--- config.mk ---
export PLATFORM = sky130hd
export DESIGN_NAME = ecc_fix_applier
export DESIGN_NICKNAME = d
export VERILOG_FILES = /design/src/rtl/ecc_fix_pkg.sv /design/src/rtl/efp_unpack.sv /design/src/rtl/efp_locmap.sv /design/src/rtl/ecc_fix_applier.sv
export SDC_FILE = /design/constraint.sdc
export NUM_CORES = 1
export LEC_CHECK = 0
export BUFFER_PORTS_ARGS = -buffer_cell sky130_fd_sc_hd__buf_2
export CELL_PAD_IN_SITES_DETAIL_PLACEMENT = 0
export CELL_PAD_IN_SITES_GLOBAL_PLACEMENT = 2
export CORE_MARGIN = 3
export CORE_UTILIZATION = 27
export CTS_CLUSTER_SIZE = 8
export DETAILED_ROUTE_END_ITERATION = 6
export PLACE_DENSITY_LB_ADDON = 0.1
export SYNTH_ARGS = -nofsm -noshare
export SYNTH_HDL_FRONTEND = slang
export SYNTH_SLANG_ARGS = --single-unit
--- constraint.sdc ---
create_clock -name clk -period 8 [get_ports clk]
set_input_delay 1.6 -clock clk [delete_from_list [all_inputs] [get_ports clk]]
set_output_delay 1.6 -clock clk [all_outputs]
set_load 0.01 [all_outputs]
--- src/rtl/ecc_fix_pkg.sv ---
package ecc_fix_pkg;

   typedef enum logic [2:0] {
      ST_IDLE,
      ST_FETCH,
      ST_MAP,
      ST_APPLY,
      ST_DONE
   } fix_state_t;

   typedef enum logic [1:0] {
      RG_DATA,
      RG_PROT,
      RG_PARITY,
      RG_NONE
   } fix_region_t;

   function automatic logic [5:0] parity_bytes(input logic [1:0] code);
      case (code)
         2'd0:    parity_bytes = 6'd15;
         2'd1:    parity_bytes = 6'd23;
         default: parity_bytes = 6'd45;
      endcase
   endfunction

   function automatic logic [6:0] pad_bytes(input logic big);
      pad_bytes = big ? 7'd64 : 7'd32;
   endfunction

endpackage

--- src/rtl/efp_unpack.sv ---
module efp_unpack #(
   parameter int CNT_W = 5,
   parameter int LI_W  = 4,
   parameter int VI_W  = 3
) (
   input  logic [CNT_W-1:0] idx,
   output logic [LI_W-1:0]  loc_idx,
   input  logic [31:0]      loc_word,
   output logic [VI_W-1:0]  val_idx,
   input  logic [31:0]      val_word,
   output logic [10:0]      loc,
   output logic [7:0]       val
);
   logic [7:0] lanes [4];
   logic       unused_bits;

   assign loc_idx = LI_W'(idx >> 1);
   assign val_idx = VI_W'(idx >> 2);

   for (genvar g = 0; g < 4; g++) begin : g_lane
      assign lanes[g] = val_word[8*g +: 8];
   end

   assign val = lanes[idx[1:0]];
   assign loc = idx[0] ? loc_word[26:16] : loc_word[10:0];
   assign unused_bits = ^{loc_word[15:11], loc_word[31:27]};
endmodule

--- src/rtl/efp_locmap.sv ---
module efp_locmap
   import ecc_fix_pkg::*;
#(
   parameter int SIDX_W  = 4,
   parameter int SPARE_W = 9,
   localparam int BYTE_W = SIDX_W + 10,
   localparam int BUF_AW = BYTE_W - 2,
   localparam int SPR_AW = SPARE_W - 2
) (
   input  logic [10:0]        off,
   input  logic [SIDX_W-1:0]  sidx,
   input  logic [1:0]         strength,
   input  logic               big,
   input  logic [SPARE_W-1:0] spare_size,
   input  logic [SIDX_W:0]    scnt,
   output fix_region_t        region,
   output logic [BUF_AW-1:0]  buf_word,
   output logic [SPR_AW-1:0]  spr_word,
   output logic [1:0]         lane
);
   logic [10:0]       ss;
   logic [5:0]        par;
   logic [6:0]        pad;
   logic [BYTE_W-1:0] d_byte;
   logic signed [15:0] p_abs;
   logic signed [15:0] p_lim;

   assign ss     = big ? 11'd1024 : 11'd512;
   assign par    = parity_bytes(strength);
   assign pad    = pad_bytes(big);
   assign d_byte = ({sidx, 10'b0} >> (big ? 0 : 1)) + BYTE_W'(off);
   assign p_abs  = 16'(int'(spare_size) - int'(par) * int'(scnt) + int'(par) * int'(sidx)
                     + int'(off) - (int'(ss) + int'(pad) - int'(par)));
   assign p_lim  = $signed(16'(spare_size));

   always_comb begin
      buf_word = d_byte[BYTE_W-1:2];
      spr_word = '0;
      lane     = d_byte[1:0];
      if (off < ss) begin
         region = RG_DATA;
      end else if (off < ss + 11'd3) begin
         region = RG_PROT;
         lane   = off[1:0];
      end else if (p_abs < 0 || p_abs >= p_lim) begin
         region = RG_NONE;
      end else begin
         region   = RG_PARITY;
         spr_word = p_abs[SPARE_W-1:2];
         lane     = p_abs[1:0];
      end
   end
endmodule

--- src/rtl/ecc_fix_applier.sv ---
module ecc_fix_applier
   import ecc_fix_pkg::*;
#(
   parameter int MAX_SECT = 16,
   parameter int SPARE_W  = 9,
   parameter int MAX_ERR  = 24,
   localparam int SIDX_W   = $clog2(MAX_SECT),
   localparam int CNT_W    = $clog2(MAX_ERR + 1),
   localparam int LOC_REGS = (MAX_ERR + 1) / 2,
   localparam int VAL_REGS = (MAX_ERR + 3) / 4,
   localparam int LI_W     = (LOC_REGS > 1) ? $clog2(LOC_REGS) : 1,
   localparam int VI_W     = (VAL_REGS > 1) ? $clog2(VAL_REGS) : 1,
   localparam int BUF_AW   = SIDX_W + 8,
   localparam int SPR_AW   = SPARE_W - 2
) (
   input  logic               clk,
   input  logic               rst_n,
   input  logic               start,
   input  logic [SIDX_W-1:0]  sec_idx,
   input  logic [CNT_W-1:0]   err_cnt,
   input  logic [1:0]         strength,
   input  logic               sec_big,
   input  logic [SPARE_W-1:0] spare_size,
   input  logic [SIDX_W:0]    sec_cnt,
   output logic [LI_W-1:0]    loc_idx,
   input  logic [31:0]        loc_word,
   output logic [VI_W-1:0]    val_idx,
   input  logic [31:0]        val_word,
   output logic [BUF_AW-1:0]  buf_addr,
   input  logic [31:0]        buf_rdata,
   output logic [31:0]        buf_wdata,
   output logic               buf_we,
   output logic [SPR_AW-1:0]  spr_addr,
   input  logic [31:0]        spr_rdata,
   output logic [31:0]        spr_wdata,
   output logic               spr_we,
   output logic               busy,
   output logic               done,
   output logic               range_err
);
   if (MAX_ERR < 1 || MAX_ERR > 24) begin : g_chk_err
      $error("MAX_ERR must lie in 1..24");
   end
   if (MAX_SECT < 2 || (MAX_SECT & (MAX_SECT - 1)) != 0) begin : g_chk_sect
      $error("MAX_SECT must be a power of two of at least 2");
   end
   if (SPARE_W < 9 || SPARE_W > 15) begin : g_chk_spare
      $error("SPARE_W must lie in 9..15");
   end

   fix_state_t         state;
   logic [CNT_W-1:0]   idx_q, cnt_q, cnt_clamped;
   logic [SIDX_W-1:0]  sidx_q;
   logic [1:0]         str_q;
   logic               big_q;
   logic [SPARE_W-1:0] ssz_q;
   logic [SIDX_W:0]    scnt_q;
   logic [10:0]        loc_d, loc_q;
   logic [7:0]         val_d, val_q;
   fix_region_t        rg_d, rg_q;
   logic [BUF_AW-1:0]  bw_d;
   logic [SPR_AW-1:0]  sw_d;
   logic [1:0]         ln_d, ln_q;
   logic [31:0]        xmask;
   logic               accept;

   assign accept      = start && (state == ST_IDLE);
   assign cnt_clamped = (err_cnt > CNT_W'(MAX_ERR)) ? CNT_W'(MAX_ERR) : err_cnt;

   efp_unpack #(.CNT_W(CNT_W), .LI_W(LI_W), .VI_W(VI_W)) u_unpack (
      .idx      (idx_q),
      .loc_idx  (loc_idx),
      .loc_word (loc_word),
      .val_idx  (val_idx),
      .val_word (val_word),
      .loc      (loc_d),
      .val      (val_d)
   );

   efp_locmap #(.SIDX_W(SIDX_W), .SPARE_W(SPARE_W)) u_map (
      .off        (loc_q),
      .sidx       (sidx_q),
      .strength   (str_q),
      .big        (big_q),
      .spare_size (ssz_q),
      .scnt       (scnt_q),
      .region     (rg_d),
      .buf_word   (bw_d),
      .spr_word   (sw_d),
      .lane       (ln_d)
   );

   always_ff @(posedge clk or negedge rst_n) begin
      if (!rst_n) begin
         state     <= ST_IDLE;
         idx_q     <= '0;
         cnt_q     <= '0;
         sidx_q    <= '0;
         str_q     <= '0;
         big_q     <= 1'b0;
         ssz_q     <= '0;
         scnt_q    <= '0;
         loc_q     <= '0;
         val_q     <= '0;
         rg_q      <= RG_NONE;
         buf_addr  <= '0;
         spr_addr  <= '0;
         ln_q      <= '0;
         range_err <= 1'b0;
      end else begin
         case (state)
            ST_IDLE: if (accept) begin
               sidx_q    <= sec_idx;
               str_q     <= strength;
               big_q     <= sec_big;
               ssz_q     <= spare_size;
               scnt_q    <= sec_cnt;
               cnt_q     <= cnt_clamped;
               idx_q     <= '0;
               range_err <= 1'b0;
               state     <= (cnt_clamped == '0) ? ST_DONE : ST_FETCH;
            end
            ST_FETCH: begin
               loc_q <= loc_d;
               val_q <= val_d;
               state <= ST_MAP;
            end
            ST_MAP: begin
               rg_q     <= rg_d;
               buf_addr <= bw_d;
               spr_addr <= sw_d;
               ln_q     <= ln_d;
               state    <= ST_APPLY;
            end
            ST_APPLY: begin
               if (rg_q == RG_NONE) range_err <= 1'b1;
               idx_q <= idx_q + 1'b1;
               state <= (CNT_W'(idx_q + 1'b1) == cnt_q) ? ST_DONE : ST_FETCH;
            end
            default: state <= ST_IDLE;
         endcase
      end
   end

   for (genvar g = 0; g < 4; g++) begin : g_mask
      assign xmask[8*g +: 8] = (ln_q == 2'(g)) ? val_q : 8'h00;
   end

   assign buf_wdata = buf_rdata ^ xmask;
   assign spr_wdata = spr_rdata ^ xmask;
   assign buf_we    = (state == ST_APPLY) && (rg_q == RG_DATA);
   assign spr_we    = (state == ST_APPLY) && (rg_q == RG_PROT || rg_q == RG_PARITY);
   assign busy      = (state != ST_IDLE);
   assign done      = (state == ST_DONE);

   a_r9_done_pulse: assert property (@(posedge clk) disable iff (!rst_n)
      done |=> !done);
   a_r9_write_spacing: assert property (@(posedge clk) disable iff (!rst_n)
      (buf_we || spr_we) |=> !(buf_we || spr_we));
   a_r7_range_sticky: assert property (@(posedge clk) disable iff (!rst_n)
      (range_err && !accept) |=> range_err);
   a_r8_count_bound: assert property (@(posedge clk) disable iff (!rst_n)
      busy |-> (idx_q <= cnt_q && cnt_q <= CNT_W'(MAX_ERR)));
   a_r10_cfg_held: assert property (@(posedge clk) disable iff (!rst_n)
      (state != ST_IDLE) |=> ($stable(sidx_q) && $stable(ssz_q) && $stable(str_q)));
endmodule

==> impl_metrics.env <==
export IMPL_outcome="complete, no violations"
export IMPL_postCtsHoldBufs=0
export IMPL_startpoint="scnt_q[3]"
export IMPL_clkTransAtPathRegs_ns=0.07
export IMPL_cts_sinks=77
export IMPL_final_nets=1352
export IMPL_hp_start="spr_addr[0]"
export IMPL_ys_ff_latch=77
export IMPL_cp_end_kind="flip-flop"
export IMPL_drc=0
export IMPL_crit_type="flip-flop to flip-flop"
export IMPL_worst_pin_slew_ns=0.967
export IMPL_start_util_pct=27.7
export IMPL_grt_pass1_wl_um=39300
export IMPL_cts_root_buf="clkbuf_16"
export IMPL_maxSlewViolCount=0
export IMPL_diodes=0
export IMPL_grt_pass1_vias=6617
export IMPL_synth_edf_count=0
export IMPL_die_h_um=173
export IMPL_wl_per_cell_um=16.8
export IMPL_hold_violations=0
export IMPL_syn_area_per_cell_um2=9.01
export IMPL_synthFlopType="dfrtp_1"
export IMPL_postRouteAntennaNets=0
export IMPL_finalNonFillerCells=1448
export IMPL_rows=60
export IMPL_async_reset_ff_share_pct=100
export IMPL_globalRoute_totalOverflow=0
export IMPL_cap_viol_max_count=0
export IMPL_crit_path_start_kind="flip-flop"
export IMPL_route_vias_total=6374
export IMPL_reg2reg_slack_ns=0.52
export IMPL_fin_crit_sh_pct=93.5
export IMPL_drive_gt1_share_pct=29.4
export IMPL_first_iter_violations=339
export IMPL_cts_max_path_buffers=2
export IMPL_synth_yosys_seq_area_share_pct=25.6
export IMPL_core_area_mm2=0.0273
export IMPL_die_area_mm2=0.0300
export IMPL_yosysUniqueCellTypes=63
export IMPL_crit_arrival_ns=7.75
export IMPL_reg2regPathDepth=26
export IMPL_fmax_mhz=134
export IMPL_worstSkewPairLatency_ns=0.35
export IMPL_yosys_warnings=0
export IMPL_rsz0062_at_grt="no"
export IMPL_critPathRequiredTime_ns=8.27
export IMPL_netlist_instances=838
export IMPL_track_usage_pct=16.7
export IMPL_finalSetupTns_ns=0
export IMPL_gp_congestion=0.773
export IMPL_grt_max_degree=55
export IMPL_hp_class="flip-flop to flip-flop"
export IMPL_syn_cell_area_mm2=0.00755
export IMPL_antenna_found_initial=1
export IMPL_htreeDepth=3
export IMPL_cts_tree="built"
export IMPL_holdWs_ns=0.475
export IMPL_via_per_inst=4.40
export IMPL_setup_viol=0
export IMPL_min_period_ns=7.48
export IMPL_area_delta_synth_final_pct=26.1
export IMPL_io_buffer_count=241
export IMPL_dp_cells=1431
export IMPL_crit_end="spr_addr[0]"
export IMPL_dr_pass1_iters=5
export IMPL_rr_startpoint="scnt_q[3]"
export IMPL_dp_hpwl_um=20600
export IMPL_worstReg2RegEnd="spr_addr[0]"
export IMPL_slew_limit_headroom_pct=35.4
export IMPL_numCtsBuffers=9
export IMPL_routed_wirelength_um=24400
export IMPL_finClkSkew_ns=0.0117
export IMPL_syn_nets=1119
export IMPL_cp_max_fo=7
export IMPL_ios=252
export IMPL_chipWidth_um=173
[placed cells by master (no fill, tap or decap), types with 8 or more instances in the layout]
cell       instances
a21oi_1           36
and2_1            11
buf_2            240
buf_4             16
clkbuf_16          9
dfrtp_1           75
fa_1              49
ha_1              75
inv_1             95
mux2_2             9
mux2i_1           14
mux4_2             8
nand2_1          143
nand3_1            9
nor2_1            47
nor2b_1            8
nor3_1             8
o21ai_0           37
o21ai_2            8
xnor2_1           80
xor2_1            10
[timing repair]
item | in CTS | in global routing
gates resized for setup | 0 | 6
buffers inserted | 0 | 1
endpoints found under the setup margin | 0 | 10
[metrics by stage]
| step | cell area [um^2] | utilization [%] | worst slack [ns] |
|---|---|---|---|
| finish | 9520 | 34.9 | 0.521 |
| global route | 9520 | 34.9 | 0.0145 |
| CTS | 9490 | 34.8 | 0.232 |
| detailed placement | 9180 | 33.7 | 0.284 |
| global placement | 9180 | 33.7 | 0.179 |
| floorplan | 7550 | - | 0.493 |
[routing by layer]
layer  vias to the layer above  share of wire, %  GRT usage [%]
met4                         2              0.80           2.50
met3                        10               3.7           3.05
met2                       138                47           27.7
li1                       3224                 -              -
met5                         -             0.053              0
met1                      3000                48           23.3
[synthesized netlist by cell type, drive strengths merged (3+ instances only)]
library cell	number	area, um^2
inv	95	357
a31oi	4	25.0
xor2	10	87.6
o211ai	5	37.5
ha	75	938
or3	4	25.0
a21oi	39	199
nand3	9	45.0
a211oi	6	55.1
mux4	8	180
clkbuf	25	93.8
o21bai	6	45.0
xnor2	81	709
nand2b	3	18.8
and2	12	75.1
o31ai	4	30.0
mux2	9	101
mux2i	14	140
a21o	7	60.1
fa	49	981
nor2	47	176
buf	9	61.3
o21ai	45	251
nand3b	3	22.5
nand2	144	543
nor3	8	40.0
and3	3	20.0
dfrtp	75	1880
nor2b	8	50.1
[cells by family after synthesis]
logic type	Yosys count	share of synthesized area [%]
simple gates	250	14.4
compound gates	135	11.7
buf+inv	130	6.83
fa+ha+maj	124	25.4
xor+xnor	91	10.6
flops	77	25.6
mux	31	5.59
[worst max-delay path: stages (launching register included)]
cell and delay [ns]:
dfrtp_1 0.40, inv_1 0.07, buf_4 0.15, fa_1 0.53, inv_1 0.05, fa_1 0.52
inv_1 0.05, fa_1 0.52, inv_1 0.04, ha_1 0.35, xnor2_2 0.22, fa_1 0.47
fa_1 0.52, fa_1 0.55, inv_1 0.04, ha_1 0.34, o211ai_1 0.17, o21a_1 0.24
o21ai_0 0.18, xor2_1 0.25, ha_1 0.28, inv_1 0.06, o22ai_1 0.10, nor4_2 0.31
o211ai_1 0.19, or4_4 0.61, o21ai_2 0.16
[area by class of cell]
type	instances	area, um^2
clock buffers	10	239
fillers	2914	17700
inverters	96	360
well taps	372	465
multi-input cells	631	5140
flip-flops and latches	77	1930
repair buffers	256	1320
clock inverters	6	68.8
[state kept, by name, indices dropped and copies added, names as in the netlist, 2 cells and up]
| signal | count |
|---|---|
| buf_addr | 12 |
| loc_q | 11 |
| ssz_q | 9 |
| val_q | 8 |
| spr_addr | 7 |
| cnt_q | 5 |
| idx_q | 5 |
| scnt_q | 5 |
| sidx_q | 4 |
| state | 3 |
| ln_q | 2 |
| rg_q | 2 |
| str_q | 2 |
[how the worst min path moves through the flow]
stage          cells after the start           to
2_1_floorplan                      2     str_q[0]
3_3_place_gp                       2  buf_addr[1]
3_5_place_dp                       2  spr_addr[0]
4_1_cts                            2  spr_addr[0]
5_1_grt                            2  spr_addr[0]
6_report                           2  spr_addr[0]
Power is not shown: default switching activity piles up to over one toggle a cycle in this logic, so the estimate is an artifact.
